--- config.mk ---
export PLATFORM = sky130hd
export DESIGN_NAME = dskrd_seq
export DESIGN_NICKNAME = d
export VERILOG_FILES = /design/src/rtl/dskrd_pkg.sv /design/src/rtl/dskrd_pos.sv /design/src/rtl/dskrd_addr.sv /design/src/rtl/dskrd_cnt.sv /design/src/rtl/dskrd_seq.sv
export SDC_FILE = /design/constraint.sdc
export NUM_CORES = 1
export LEC_CHECK = 0
export BUFFER_PORTS_ARGS = -buffer_cell sky130_fd_sc_hd__buf_4
export CAP_MARGIN = 20
export CORE_MARGIN = 5
export CORE_UTILIZATION = 55
export CTS_BUF_LIST = sky130_fd_sc_hd__clkbuf_2 sky130_fd_sc_hd__clkbuf_4 sky130_fd_sc_hd__clkbuf_8
export DETAILED_ROUTE_END_ITERATION = 10
export PLACE_DENSITY_LB_ADDON = 0.3
export SLEW_MARGIN = 5
export SYNTH_ARGS = -nofsm -noshare
export SYNTH_HDL_FRONTEND = slang
export SYNTH_HIERARCHICAL = 1
export SYNTH_SLANG_ARGS = --single-unit
--- constraint.sdc ---
create_clock -name clk -period 6.31 [get_ports clk]
set_clock_uncertainty 0.05 [all_clocks]
set_input_delay 1.262 -clock clk [delete_from_list [all_inputs] [get_ports clk]]
set_output_delay 1.262 -clock clk [all_outputs]
set_load 0.02 [all_outputs]
--- src/rtl/dskrd_pkg.sv ---
package dskrd_pkg;
  localparam int DAR_W   = 16;
  localparam int CYL_W   = 9;
  localparam int SECT_W  = 6;
  localparam int FUNC_W  = 3;
  localparam logic [FUNC_W-1:0] FN_READ   = 3'd6;
  localparam logic [FUNC_W-1:0] FN_READNH = 3'd7;

  typedef struct packed {
    logic [CYL_W-1:0]  cyl;
    logic              head;
    logic [SECT_W-1:0] sect;
  } chs_t;
endpackage

--- src/rtl/dskrd_pos.sv ---
module dskrd_pos
  import dskrd_pkg::*;
#(
  parameter int SPT        = 40,
  parameter int SECT_BYTES = 256,
  parameter int OFF_W      = 24
) (
  input  logic             clk,
  input  logic             rst_n,
  input  logic             load,
  input  chs_t             chs_in,
  input  logic             step,
  input  logic             last,
  output chs_t             pos,
  output logic [OFF_W-1:0] offset
);
  localparam int WPS   = SECT_BYTES / 2;
  localparam int WIS_W = $clog2(WPS);

  chs_t             pos_q, pos_d;
  logic [WIS_W-1:0] wis_q, wis_d;
  logic             adv;

  assign adv = step && ((wis_q == WIS_W'(WPS - 1)) || last);

  always_comb begin
    pos_d = pos_q;
    wis_d = wis_q;
    if (load) begin
      pos_d = chs_in;
      wis_d = '0;
    end else if (adv) begin
      wis_d = '0;
      if (pos_q.sect >= SECT_W'(SPT - 1)) begin
        pos_d.sect = '0;
        if (pos_q.head) begin
          pos_d.head = 1'b0;
          pos_d.cyl  = pos_q.cyl + 1'b1;
        end else begin
          pos_d.head = 1'b1;
        end
      end else begin
        pos_d.sect = pos_q.sect + 1'b1;
      end
    end else if (step) begin
      wis_d = wis_q + 1'b1;
    end
  end

  always_ff @(posedge clk or negedge rst_n) begin
    if (!rst_n) begin
      pos_q <= '0;
      wis_q <= '0;
    end else if (load || step) begin
      pos_q <= pos_d;
      wis_q <= wis_d;
    end
  end

  logic [OFF_W-1:0] trk;
  assign trk    = OFF_W'({pos_q.cyl, pos_q.head});
  assign offset = (trk * OFF_W'(SPT) + OFF_W'(pos_q.sect)) * OFF_W'(SECT_BYTES)
                  + OFF_W'({wis_q, 1'b0});
  assign pos    = pos_q;

  // a sector at or past the last one wraps to zero
  a_r8_sect_wrap: assert property (@(posedge clk) disable iff (!rst_n)
    (adv && pos_q.sect >= SECT_W'(SPT - 1)) |=> (pos_q.sect == '0));
  // inside a sector the offset moves by one word
  a_r4_word_step: assert property (@(posedge clk) disable iff (!rst_n)
    (step && !adv && !load) |=> (offset == $past(offset) + OFF_W'(2)));
endmodule

--- src/rtl/dskrd_addr.sv ---
module dskrd_addr #(
  parameter int ADDR_W = 18
) (
  input  logic              clk,
  input  logic              rst_n,
  input  logic              load,
  input  logic [ADDR_W-1:0] base,
  input  logic              step,
  output logic [ADDR_W-1:0] addr
);
  logic [ADDR_W-1:0] addr_q, addr_d;

  always_comb begin
    addr_d = addr_q;
    if (load)      addr_d = base;
    else if (step) addr_d = addr_q + ADDR_W'(2);
  end

  always_ff @(posedge clk or negedge rst_n) begin
    if (!rst_n)            addr_q <= '0;
    else if (load || step) addr_q <= addr_d;
  end

  assign addr = addr_q;

  // each granted word moves the address on by two, modulo the bus width
  a_r6_addr_step: assert property (@(posedge clk) disable iff (!rst_n)
    (step && !load) |=> (addr_q == $past(addr_q) + ADDR_W'(2)));
endmodule

--- src/rtl/dskrd_cnt.sv ---
module dskrd_cnt #(
  parameter int CW_IN = 16,
  localparam int CNT_W = CW_IN + 1
) (
  input  logic             clk,
  input  logic             rst_n,
  input  logic             load,
  input  logic [CW_IN-1:0] wcnt,
  input  logic             step,
  output logic             last
);
  logic [CNT_W-1:0] rem_q, rem_d;

  always_comb begin
    rem_d = rem_q;
    if (load)      rem_d = {1'b1, {CW_IN{1'b0}}} - {1'b0, wcnt};
    else if (step) rem_d = rem_q - 1'b1;
  end

  always_ff @(posedge clk or negedge rst_n) begin
    if (!rst_n)            rem_q <= '0;
    else if (load || step) rem_q <= rem_d;
  end

  assign last = (rem_q == CNT_W'(1));

  // every granted word uses up exactly one count
  a_r5_count_dec: assert property (@(posedge clk) disable iff (!rst_n)
    (step && !load) |=> (rem_q == $past(rem_q) - 1'b1));
endmodule

--- src/rtl/dskrd_seq.sv ---
module dskrd_seq
  import dskrd_pkg::*;
#(
  parameter int SPT        = 40,
  parameter int SECT_BYTES = 256,
  parameter int ADDR_W     = 18,
  localparam int OFF_W     = $clog2((2 ** CYL_W) * 2 * SPT * SECT_BYTES)
) (
  input  logic              clk,
  input  logic              rst_n,
  input  logic              cmd_valid,
  input  logic [2:0]        cmd_func,
  input  logic [15:0]       dar,
  input  logic [15:0]       wcnt,
  input  logic [ADDR_W-1:0] base_addr,
  output logic              busy,
  output logic              done,
  output logic              mem_req,
  input  logic              mem_gnt,
  output logic [ADDR_W-1:0] mem_addr,
  output logic [15:0]       mem_data,
  output logic [OFF_W-1:0]  img_addr,
  input  logic [15:0]       img_data,
  output logic [8:0]        pos_cyl,
  output logic              pos_head,
  output logic [5:0]        pos_sect
);
  logic busy_q, busy_d, done_q, done_d;
  logic start, step, last;
  chs_t chs_in, pos;

  assign start  = cmd_valid && !busy_q &&
                  ((cmd_func == FN_READ) || (cmd_func == FN_READNH));
  assign step   = busy_q && mem_gnt;
  assign chs_in = chs_t'(dar);

  always_comb begin
    busy_d = busy_q;
    done_d = 1'b0;
    if (start) begin
      busy_d = 1'b1;
    end else if (step && last) begin
      busy_d = 1'b0;
      done_d = 1'b1;
    end
  end

  always_ff @(posedge clk or negedge rst_n) begin
    if (!rst_n) begin
      busy_q <= 1'b0;
      done_q <= 1'b0;
    end else begin
      busy_q <= busy_d;
      done_q <= done_d;
    end
  end

  dskrd_pos #(.SPT(SPT), .SECT_BYTES(SECT_BYTES), .OFF_W(OFF_W)) u_pos (
    .clk(clk), .rst_n(rst_n), .load(start), .chs_in(chs_in),
    .step(step), .last(last), .pos(pos), .offset(img_addr)
  );

  dskrd_addr #(.ADDR_W(ADDR_W)) u_addr (
    .clk(clk), .rst_n(rst_n), .load(start), .base(base_addr),
    .step(step), .addr(mem_addr)
  );

  dskrd_cnt #(.CW_IN(16)) u_cnt (
    .clk(clk), .rst_n(rst_n), .load(start), .wcnt(wcnt),
    .step(step), .last(last)
  );

  assign busy     = busy_q;
  assign done     = done_q;
  assign mem_req  = busy_q;
  assign mem_data = img_data;
  assign pos_cyl  = pos.cyl;
  assign pos_head = pos.head;
  assign pos_sect = pos.sect;

  // the completion pulse comes with busy already low and lasts one cycle
  a_r9_done_idle: assert property (@(posedge clk) disable iff (!rst_n)
    done_q |-> !busy_q);
  a_r9_done_single: assert property (@(posedge clk) disable iff (!rst_n)
    done_q |=> !done_q);
  // a stalled request keeps its addresses
  a_r7_hold: assert property (@(posedge clk) disable iff (!rst_n)
    (busy_q && !mem_gnt) |=> ($stable(mem_addr) && $stable(img_addr)));
  // a command during a transfer leaves the address untouched
  a_r10_ignore: assert property (@(posedge clk) disable iff (!rst_n)
    (busy_q && cmd_valid && !mem_gnt) |=> $stable(mem_addr));
endmodule

==> impl_metrics.yaml, run 1 <==
floorplan:
  io-pin-count: 150
  start_util_pct: 56.40
  die_h_um: 101.8
  core_um2: 8217
  die_x_um: 101.8
  dieArea_um2: 10360
  rows: 33
worst_hold_path:
  hold_path_depth: 1
  min_path_type: "reg -> reg"
  min_to: "u_addr/addr[0]"
  min_from: "u_addr/addr[0]"
clock_tree:
  clkTransAtPathRegs_ps: 70
  cts_hold_buf: 0
  cts_buffers: 9
  cts_setup_buffers: 0
  cts-root-buf: "clkbuf_8"
  post_cts_resized: 0
  cts_tree: "built"
  cts_buffer_depth: 2
  clock_latency_ps: 340
  htreeDepth: 3
  clkSinkCount: 60
critical_path:
  rr_startpoint: "u_cnt/rem_q[6]"
  critPathMaxFanout: 8
  end_kind: "output port"
  cp-start-kind: "flop"
  rr_worst_depth: 8
  worst_ep_arrival_time_ps: 3700
  required_ps: 5000
  rrSetupSlack_ps: 3250
  crit_type: "reg -> out"
  r2r_end: "u_pos/pos[14]"
drt:
  via_count: 4133
  wl_um: 10890
  first_pass_iters: 5
  vias_per_cell: 5.669
  wl_per_cell_um: 14.93
  drtIter0Drc: 151
  detail-route-antenna-nets: 0
  drc_errors: 0
layout:
  multiInputGateArea_um2: 2849
  fillers: 680
  regArea_um2: 1501
  diodes: 0
  area_delta_synth_final_pct: 21.52
  layout-drive-gt1-share_pct: 26.28
  nNetsFinal: 721
power:
  peakVddDrop_mv: 0.2079
  powerDensity_nw_per_um2: 290.4
  p_leak_nw: 2.566
synth:
  syn_nets: 628
  yosysTopAreaCellShare_pct: 32.40
  async_flop_share_pct: 100.0
  ys_seq_area_share_pct: 32.40
  avgSynthCellArea_um2: 8.794
  synth_top_area_cell: "dfrtp_1"
  synthCells: 527
  synth_flop_cell: "dfrtp_1"
  synth-edff-count: 0
  ys_types: 66
  synth_area_leaders: "dfrtp_1 (32%), ha_1 (7.0%), xor2_1 (4.9%)"
  synthesis.area_um2: 4634
  yosys_warnings: 6
  ys_ff_latch: 60
timing:
  hold_violations: 0
  worst_slew_pin_slew_ps: 778.2
  rsz0062_at_grt: "no"
  min_period_over_period_pct: 79.49
  final_max_slew_viol_count: 0
  setup_ws_ps: 1294
  relSlewSlack_pct: 48.12
  finalWorstPathRequiredPeriod_ps: 5016
  setup_viol: 0
  max_freq_ghz: 0.1994
  setup_tns_ps: 0
global_route:
  antenna_found_initial: 0
  grt_pass1_vias: 4050
  grt_max_degree: 77
  grt_pass1_wl_um: 18070
  track_usage_pct: 21.49
  grt-ovfl-total: 0
placement:
  io_buffers: 115
  dp_hpwl_um: 8105
  pre_cts_ws_ps: 1636
  routabilityCongestion: 0.8282
run_status:
  status: "finished, final reports clean"
flow_run:
  drv_cap: 0
-- worst max-delay path by stage --
stage	startpoint	endpoint	slack, ps
finish	u_pos/pos[7]	img_addr[22]	1290
global route	u_pos/pos[7]	img_addr[22]	1110
CTS	u_pos/pos[7]	img_addr[22]	1270
detailed placement	u_pos/pos[7]	img_addr[22]	1640
global placement	u_pos/pos[7]	img_addr[22]	1690
floorplan	u_pos/pos[9]	img_addr[22]	1750
-- cells in the mapped netlist, drive strengths merged, types with 2 or more instances --
cell type,instances
or3,6
nand4b,3
a21oi,37
ha,26
nand2,51
inv,19
a31oi,3
nand3,15
nor4,15
mux2,4
or4b,2
buf,25
nor2,51
nor2b,3
a221o,3
clkbuf,10
nor3b,5
o21ai,48
and2,3
mux2i,8
xor2,26
nor3,12
nor4b,2
nand4,8
nand3b,2
dfrtp,60
a22oi,4
a32oi,5
or2,2
xnor2,26
nand2b,6
and3,8
o22ai,3
or4,4
o21a,2
o2111ai,2
fa,2
a21o,3
-- cells in the final DEF, fill, tap and decap left out, types with 3 or more instances in the layout --
cell type  count
nor4_4         3
a21oi_1       36
mux2i_1        8
nor3b_1        5
nor2_1        50
clkbuf_8      11
dfrtp_1       60
xor2_1        26
mux2_2         4
nor2b_1        3
buf_4        117
a21o_1         3
o21ai_1       11
a32oi_1        5
a22oi_1        4
or3_1          6
nor4_1         4
nand2b_1       6
o21ai_0       37
nor3_1        11
ha_1          26
a221o_1        3
and3_1         7
nand3_1       15
nor4_2         8
xnor2_1       25
a31oi_1        3
inv_1         19
o22ai_1        3
nand4_1        6
nand2_1       51
-- stage by stage --
step	cell area (µm²)	util, %	power (W)	hold WS (ps)	instances
final	5632	68.54	0.001635	463.2	729
after detailed placement	5431	66.10	0.001283	451.3	714
after global routing	5632	68.54	0.001749	496.8	729
after floorplan	4634	-	0.001061	475.3	527
after CTS	5632	68.54	0.001646	466.7	729
after global placement	5431	66.10	0.001256	443.0	714
-- metal layers --
layer	global-route usage (%)	vias up	wire length, µm
li1	-	2051	-
met1	26.92	1955	4737
met2	37.27	111	5368
met3	4.408	16	680
met4	6.544	0	99
met5	0	-	0
-- sequential cells by signal, indices dropped and copies added (netlist names) --
name and flops:
u_addr/addr 18, u_cnt/rem_q 17, u_pos/pos 16, u_pos/wis_q 7, busy 1, done 1
-- critical path, stage by stage, from the launching register on --
cell and delay [ps]:
dfrtp_1 480, ha_1 340, ha_1 230, inv_1 70, fa_1 440, and3b_1 230
a32oi_1 80, or4_4 440, or4b_4 550, nand4b_4 200, xnor2_2 150, buf_4 150
-- where the power goes --
group / internal [W] / switching, W / leakage, nW
combinational: 0.000286 / 0.000322 / 1.70
sequential: 0.000508 / 0.000164 / 0.765
clock: 0.000201 / 0.000155 / 0.105
total: 0.000995 / 0.000641 / 2.57
-- final cells by class --
| type | count | area share (%) |
|---|---|---|
| sequential | 60 | 26.66 |
| tap | 105 | 2.333 |
| multi-input combinational | 413 | 50.59 |
| clock buffer | 11 | 2.688 |
| clock inverter | 4 | 0.8665 |
| inverter | 19 | 1.266 |
| timing repair buffer | 117 | 15.60 |
-- kinds of logic after synthesis --
logic type,count (synthesis),synth area share [%]
AO/OA/AOI/OAI,119,15.20
flip-flops,60,32.40
AND/OR/NAND/NOR,201,25.46
multiplexers,12,2.700
adder cells (fa/ha/maj),28,7.883
buffers and inverters,54,6.291
other,1,0.08092
XOR/XNOR,52,9.989
Note: power is estimated with default switching activity, not from simulation.
==> run 2: changes to the inputs <==
--- a/config.mk
+++ b/config.mk
@@ -8,7 +8,7 @@
 export BUFFER_PORTS_ARGS = -buffer_cell sky130_fd_sc_hd__buf_4
 export CAP_MARGIN = 20
 export CORE_MARGIN = 5
-export CORE_UTILIZATION = 55
+export CORE_UTILIZATION = 48
 export CTS_BUF_LIST = sky130_fd_sc_hd__clkbuf_2 sky130_fd_sc_hd__clkbuf_4 sky130_fd_sc_hd__clkbuf_8
 export DETAILED_ROUTE_END_ITERATION = 10
 export PLACE_DENSITY_LB_ADDON = 0.3
==> constraint.sdc (replaced) <==
create_clock -name clk -period 4.1 [get_ports clk]
set_clock_uncertainty 0.05 [all_clocks]
set_input_delay 0.82 -clock clk [delete_from_list [all_inputs] [get_ports clk]]
set_output_delay 0.82 -clock clk [all_outputs]
set_load 0.02 [all_outputs]
==> run 2 against run 1 <==
Net effect:
- the run now ends with negative setup slack left
- wire length increased by 7.8%
- count of clock-buffer cells in the layout decreased by 1
- critical path depth unchanged
- non-clock buffer count increased by 13
- hold slack improved by 2.4 ps
- sequential share of layout area decreased by 1.2 points
- design area increased by 4.7%
- combinational power increased by 53%
- critical endpoint unchanged
- global-route usage decreased by 1.7 points
- sequential cell count unchanged
==> impl_metrics.yaml, run 2 (synthesis results as in run 1) <==
run_status:
  status: "finished with violations"
  violations: "negative setup slack"
timing:
  rsz0062_at_grt: "yes"
  relSlewSlack_pct: 47.27
  setup_ws_ps: -229.0
  max_freq_ghz: 0.2310
  min_period_over_period_pct: 105.6
  worst_slew_pin_slew_ps: 791.0
  setup_viol: 2
  hold_violations: 0
  finalWorstPathRequiredPeriod_ps: 4329
  final_max_slew_viol_count: 0
critical_path:
  rr_startpoint: "u_cnt/rem_q[6]"
  cp_slowest_cell: "or4b_4"
  required_ps: 3230
  worst_ep_arrival_time_ps: 3460
  rrSetupSlack_ps: 1070
  r2r_end: "u_pos/pos[11]"
  critical-path-max-stage-delay_ps: 540
  end_kind: "output port"
  crit_type: "reg -> out"
  cp-start-kind: "flop"
  critPathMaxFanout: 3
  crit_top_cell: "ha_4"
  rr_worst_depth: 8
  path_cells: "ha_4 > ha_4 > inv_2 > fa_1 > and3b_1 > a32oi_1 > or4_4 > or4b_4 > nand4b_4 > xnor2_4 > buf_6"
power:
  peakVddDrop_mv: 0.3314
  p_leak_nw: 2.654
  p_total_w: 0.002638
  powerDensity_nw_per_um2: 447.4
drt:
  via_count: 4200
  wl_per_cell_um: 15.30
  detail-route-antenna-nets: 0
  first_pass_iters: 5
  drtIter0Drc: 198
  vias_per_cell: 5.476
  wl_um: 11730
  drc_errors: 0
layout:
  area_delta_synth_final_pct: 27.21
  nNetsFinal: 734
  regArea_um2: 1504
  largest_register_ffs: 18
  fin_cells: 767
  fillers: 800
  multiInputGateArea_um2: 2927
  layout-drive-gt1-share_pct: 29.47
  final_cell_mix: "buf_4 (128), dfrtp_1 (58), nand2_1 (51)"
  postLayoutCoreUtil_pct: 63.21
  final_common_cell: "buf_4"
  diodes: 0
worst_hold_path:
  min_from: "u_addr/addr[0]"
  min_to: "u_addr/addr[0]"
  min_path_type: "reg -> reg"
  hold_path_depth: 1
placement:
  io_buffers: 115
  dp.cells: 746
  dp_hpwl_um: 8573
  routabilityCongestion: 0.8769
floorplan:
  rows: 35
  core_um2: 9328
  io-pin-count: 150
  die_h_um: 108.3
  dieArea_um2: 11720
  start_util_pct: 49.68
  die_x_um: 108.3
global_route:
  grt_pass1_wl_um: 18810
  grt_pass1_vias: 4080
  grt_max_degree: 62
  track_usage_pct: 19.78
  grt-ovfl-total: 0
  antenna_found_initial: 0
flow_run:
  drv_cap: 0
clock_tree:
  clkTransAtPathRegs_ps: 70
  clock_latency_ps: 340
  cts_buffer_depth: 2
  cts_tree: "built"
  cts-root-buf: "clkbuf_8"
  clkSinkCount: 60
  cts_buffers: 9
  htreeDepth: 3
run 2: changes by cell type in the layout (fill, tap and decap cells not counted), sizes merged:
cell | previous run | this run
clkbuf | 11 | 10
clkinv | 3 | 2
bufinv | 1 | 3
clkinvlp | 0 | 1
buf | 117 | 130
run 2: critical path, delay by kind of cell (launching register included):
kind | cells | cell delay [ps]
and+or+nand+nor | 4 | 1430
AOI/OAI and AO/OA | 1 | 70
DFF | 1 | 420
xor gates and xnor gates | 1 | 160
buffers and inverters | 2 | 160
adders and majority gates | 3 | 880
run 2: per-stage QoR:
step                setup slack (ps)  instance area [µm²]  hold WS, ps  setup TNS [ps]
finish                        -229.0                 5896        465.6          -357.7
global route                  -332.1                 5896        492.2          -776.0
CTS                           -325.4                 5817        468.5          -565.6
detailed placement            -4.137                 5534        452.5          -4.137
global placement               51.31                 5534        443.5               0
floorplan                      13.30                 4647        474.4               0
run 2: what timing repair did:
item | 4_1_cts | 5_1_grt
pin swaps | 5 | 2
setup endpoints to repair | 3 | 3
setup buffers | 3 | 2
hold endpoints to repair | 0 | 0
gates resized for setup | 4 | 9
hold buffers | 0 | 0
run 2: layout make-up:
class,count,area share [%]
clock buffers,10,2.334
clock inverters,6,1.889
inverters,19,1.210
multi-input cells,413,49.64
flip-flops and latches,60,25.51
well taps,129,2.738
repair buffers,130,16.68
run 2: where the power goes:
| part | internal [W] | total (W) | switching (W) |
|---|---|---|---|
| clock network | 0.000420 | 0.000669 | 0.000249 |
| logic | 0.000440 | 0.000932 | 0.000492 |
| registers | 0.000782 | 0.00104 | 0.000255 |
| total | 0.00164 | 0.00264 | 0.000996 |
run 2: how the worst max path moves through the flow:
| stage | from | to | slack [ps] | cells after the start |
|---|---|---|---|---|
| after global routing | u_pos/pos[7] | img_addr[22] | -330 | 11 |
| after detailed placement | u_pos/pos[7] | img_addr[22] | -4 | 11 |
| final | u_pos/pos[7] | img_addr[22] | -230 | 11 |
| after CTS | u_pos/pos[7] | img_addr[22] | -330 | 11 |
| after floorplan | u_pos/pos[7] | img_addr[22] | 10 | 10 |
| after global placement | u_pos/pos[9] | img_addr[22] | 50 | 11 |
run 2: layer usage:
layer / routed length, µm / vias to the layer above / GRT usage [%]
met1: 4877 / 1958 / 24.16
li1: - / 2079 / -
met2: 5909 / 138 / 34.59
met3: 767 / 25 / 4.418
met5: 0 / - / 0
met4: 178 / 0 / 6.402
==> run 3: changes to the inputs <==
--- a/config.mk
+++ b/config.mk
@@ -8,7 +8,7 @@
 export BUFFER_PORTS_ARGS = -buffer_cell sky130_fd_sc_hd__buf_4
 export CAP_MARGIN = 20
 export CORE_MARGIN = 5
-export CORE_UTILIZATION = 48
+export CORE_UTILIZATION = 55
 export CTS_BUF_LIST = sky130_fd_sc_hd__clkbuf_2 sky130_fd_sc_hd__clkbuf_4 sky130_fd_sc_hd__clkbuf_8
 export DETAILED_ROUTE_END_ITERATION = 10
 export PLACE_DENSITY_LB_ADDON = 0.3
==> constraint.sdc (replaced) <==
create_clock -name clk -period 5.6 [get_ports clk]
set_clock_uncertainty 0.05 [all_clocks]
set_input_delay 1.12 -clock clk [delete_from_list [all_inputs] [get_ports clk]]
set_output_delay 1.12 -clock clk [all_outputs]
set_load 0.02 [all_outputs]
==> run 3 against run 2 <==
Net effect:
- largest power group unchanged
- critical path depth unchanged
- sequential cell count unchanged
- the flow now finishes without violations
- hold slack better by 6.8 ps
- sequential share of layout area up 1.3 points
==> impl_metrics.yaml, run 3 (synthesis results as in run 1) <==
critical_path:
  path_cells: "ha_1 > ha_1 > inv_1 > fa_1 > and3b_1 > a32oi_1 > or4_4 > or4b_4 > nand4b_4 > xnor2_2 > buf_4"
  end_kind: "output port"
  critical-path-max-stage-delay_ps: 540
  crit_type: "reg -> out"
  crit_top_cell: "ha_1"
  rr_worst_depth: 8
  critPathMaxFanout: 9
  required_ps: 4430
  worst_ep_arrival_time_ps: 3680
  cp-start-kind: "flop"
  cp_slowest_cell: "or4b_4"
placement:
  pre_cts_ws_ps: 1109
  routabilityCongestion: 0.8383
  dp_hpwl_um: 8291
  io_buffers: 115
clock_tree:
  cts_setup_buffers: 0
  clock_latency_ps: 340
  cts_buffer_depth: 2
  post_cts_resized: 0
  cts_buffers: 9
  clkSinkCount: 60
  htreeDepth: 3
  cts-root-buf: "clkbuf_8"
  clkTransAtPathRegs_ps: 60
  cts_hold_buf: 0
  cts_tree: "built"
timing:
  rsz0062_at_grt: "no"
  relSlewSlack_pct: 33.36
  setup_ws_ps: 750.0
  max_freq_ghz: 0.2062
  setup_viol: 0
  min_period_over_period_pct: 86.61
  finalWorstPathRequiredPeriod_ps: 4850
  hold_violations: 0
  final_max_slew_viol_count: 0
  worst_slew_pin_slew_ps: 997.2
  setup_tns_ps: 0
floorplan:
  io-pin-count: 150
  die_h_um: 101.8
  start_util_pct: 56.40
  dieArea_um2: 10360
  rows: 33
  core_um2: 8217
  die_x_um: 101.8
layout:
  layout-drive-gt1-share_pct: 26.16
  largest_register_ffs: 18
  diodes: 0
  final_cell_mix: "buf_4 (116), dfrtp_1 (60), nand2_1 (51)"
  nNetsFinal: 720
  area_delta_synth_final_pct: 21.03
  final_common_cell: "buf_4"
power:
  peakVddDrop_mv: 0.2171
  powerDensity_nw_per_um2: 323.8
  p_total_w: 0.001816
  p_leak_nw: 2.554
drt:
  detail-route-antenna-nets: 0
  drc_errors: 0
  drtIter0Drc: 92
  wl_um: 10950
  first_pass_iters: 4
  vias_per_cell: 5.716
  via_count: 4161
  wl_per_cell_um: 15.03
worst_hold_path:
  hold_path_depth: 1
  min_path_type: "reg -> reg"
global_route:
  grt_max_degree: 61
  grt-ovfl-total: 0
  track_usage_pct: 21.42
  antenna_found_initial: 0
  grt_pass1_wl_um: 17910
  grt_pass1_vias: 3999
run_status:
  status: "finished, final reports clean"
flow_run:
  drv_cap: 0
run 3: cell count changes in the layout (fill, tap and decap cells not counted), sizes merged:
cell / before / now
clkinvlp: 1 / 0
bufinv: 3 / 1
clkinv: 2 / 4
buf: 130 / 116
run 3: power breakdown:
group | internal (W) | switching (W)
clock network | 0.000206 | 0.000169
logic | 0.000322 | 0.000364
registers | 0.000573 | 0.000182
total | 0.00110 | 0.000715
run 3: layout make-up:
cell class                      instances  area, µm²
Clock buffer                           10      131.4
Clock inverter                          5      53.80
Fill cell                             670       2608
Inverter                               19      71.32
Multi-Input combinational cell        413       2849
Sequential cell                        60       1501
Tap cell                              105      131.4
Timing Repair Buffer                  116      870.8
run 3: layer usage:
metal / up-vias / global-route usage (%) / wire, µm
met1: 1970 / 26.12 / 4612
met4: 0 / 6.646 / 158
met3: 23 / 5.303 / 713
met2: 118 / 37.27 / 5461
li1: 2050 / - / -
met5: - / 0 / 0
run 3: worst paths after layout:
path	from	to	slack, ps
setup / recovery	u_pos/pos[9]	img_addr[22]	750
hold / removal	u_addr/addr[0]	u_addr/addr[0]	470
setup reg to reg	u_cnt/rem_q[5]	u_pos/pos[10]	2560
hold reg to reg	u_addr/addr[0]	u_addr/addr[0]	470
max in group asynchronous	rst_n	u_pos/pos[15]	4190
min in group asynchronous	rst_n	u_cnt/rem_q[10]	800
run 3: per-stage QoR:
step	instances	hold slack (ps)	instance area [µm²]	utilization, %
global placement	713	443.5	5424	66.01
floorplan	527	475.3	4634	-
detailed placement	713	462.8	5424	66.01
global route	728	492.0	5609	68.27
CTS	728	477.0	5609	68.27
finish	728	472.4	5609	68.27
run 3: critical path, delay by kind of cell, from the launching register on:
family	cells	cell delay (ps)
AND/OR/NAND/NOR	4	1420
adder cells (fa/ha/maj)	3	990
AO/OA/AOI/OAI	1	90
flip-flops	1	480
buffers and inverters	2	220
XOR/XNOR	1	150
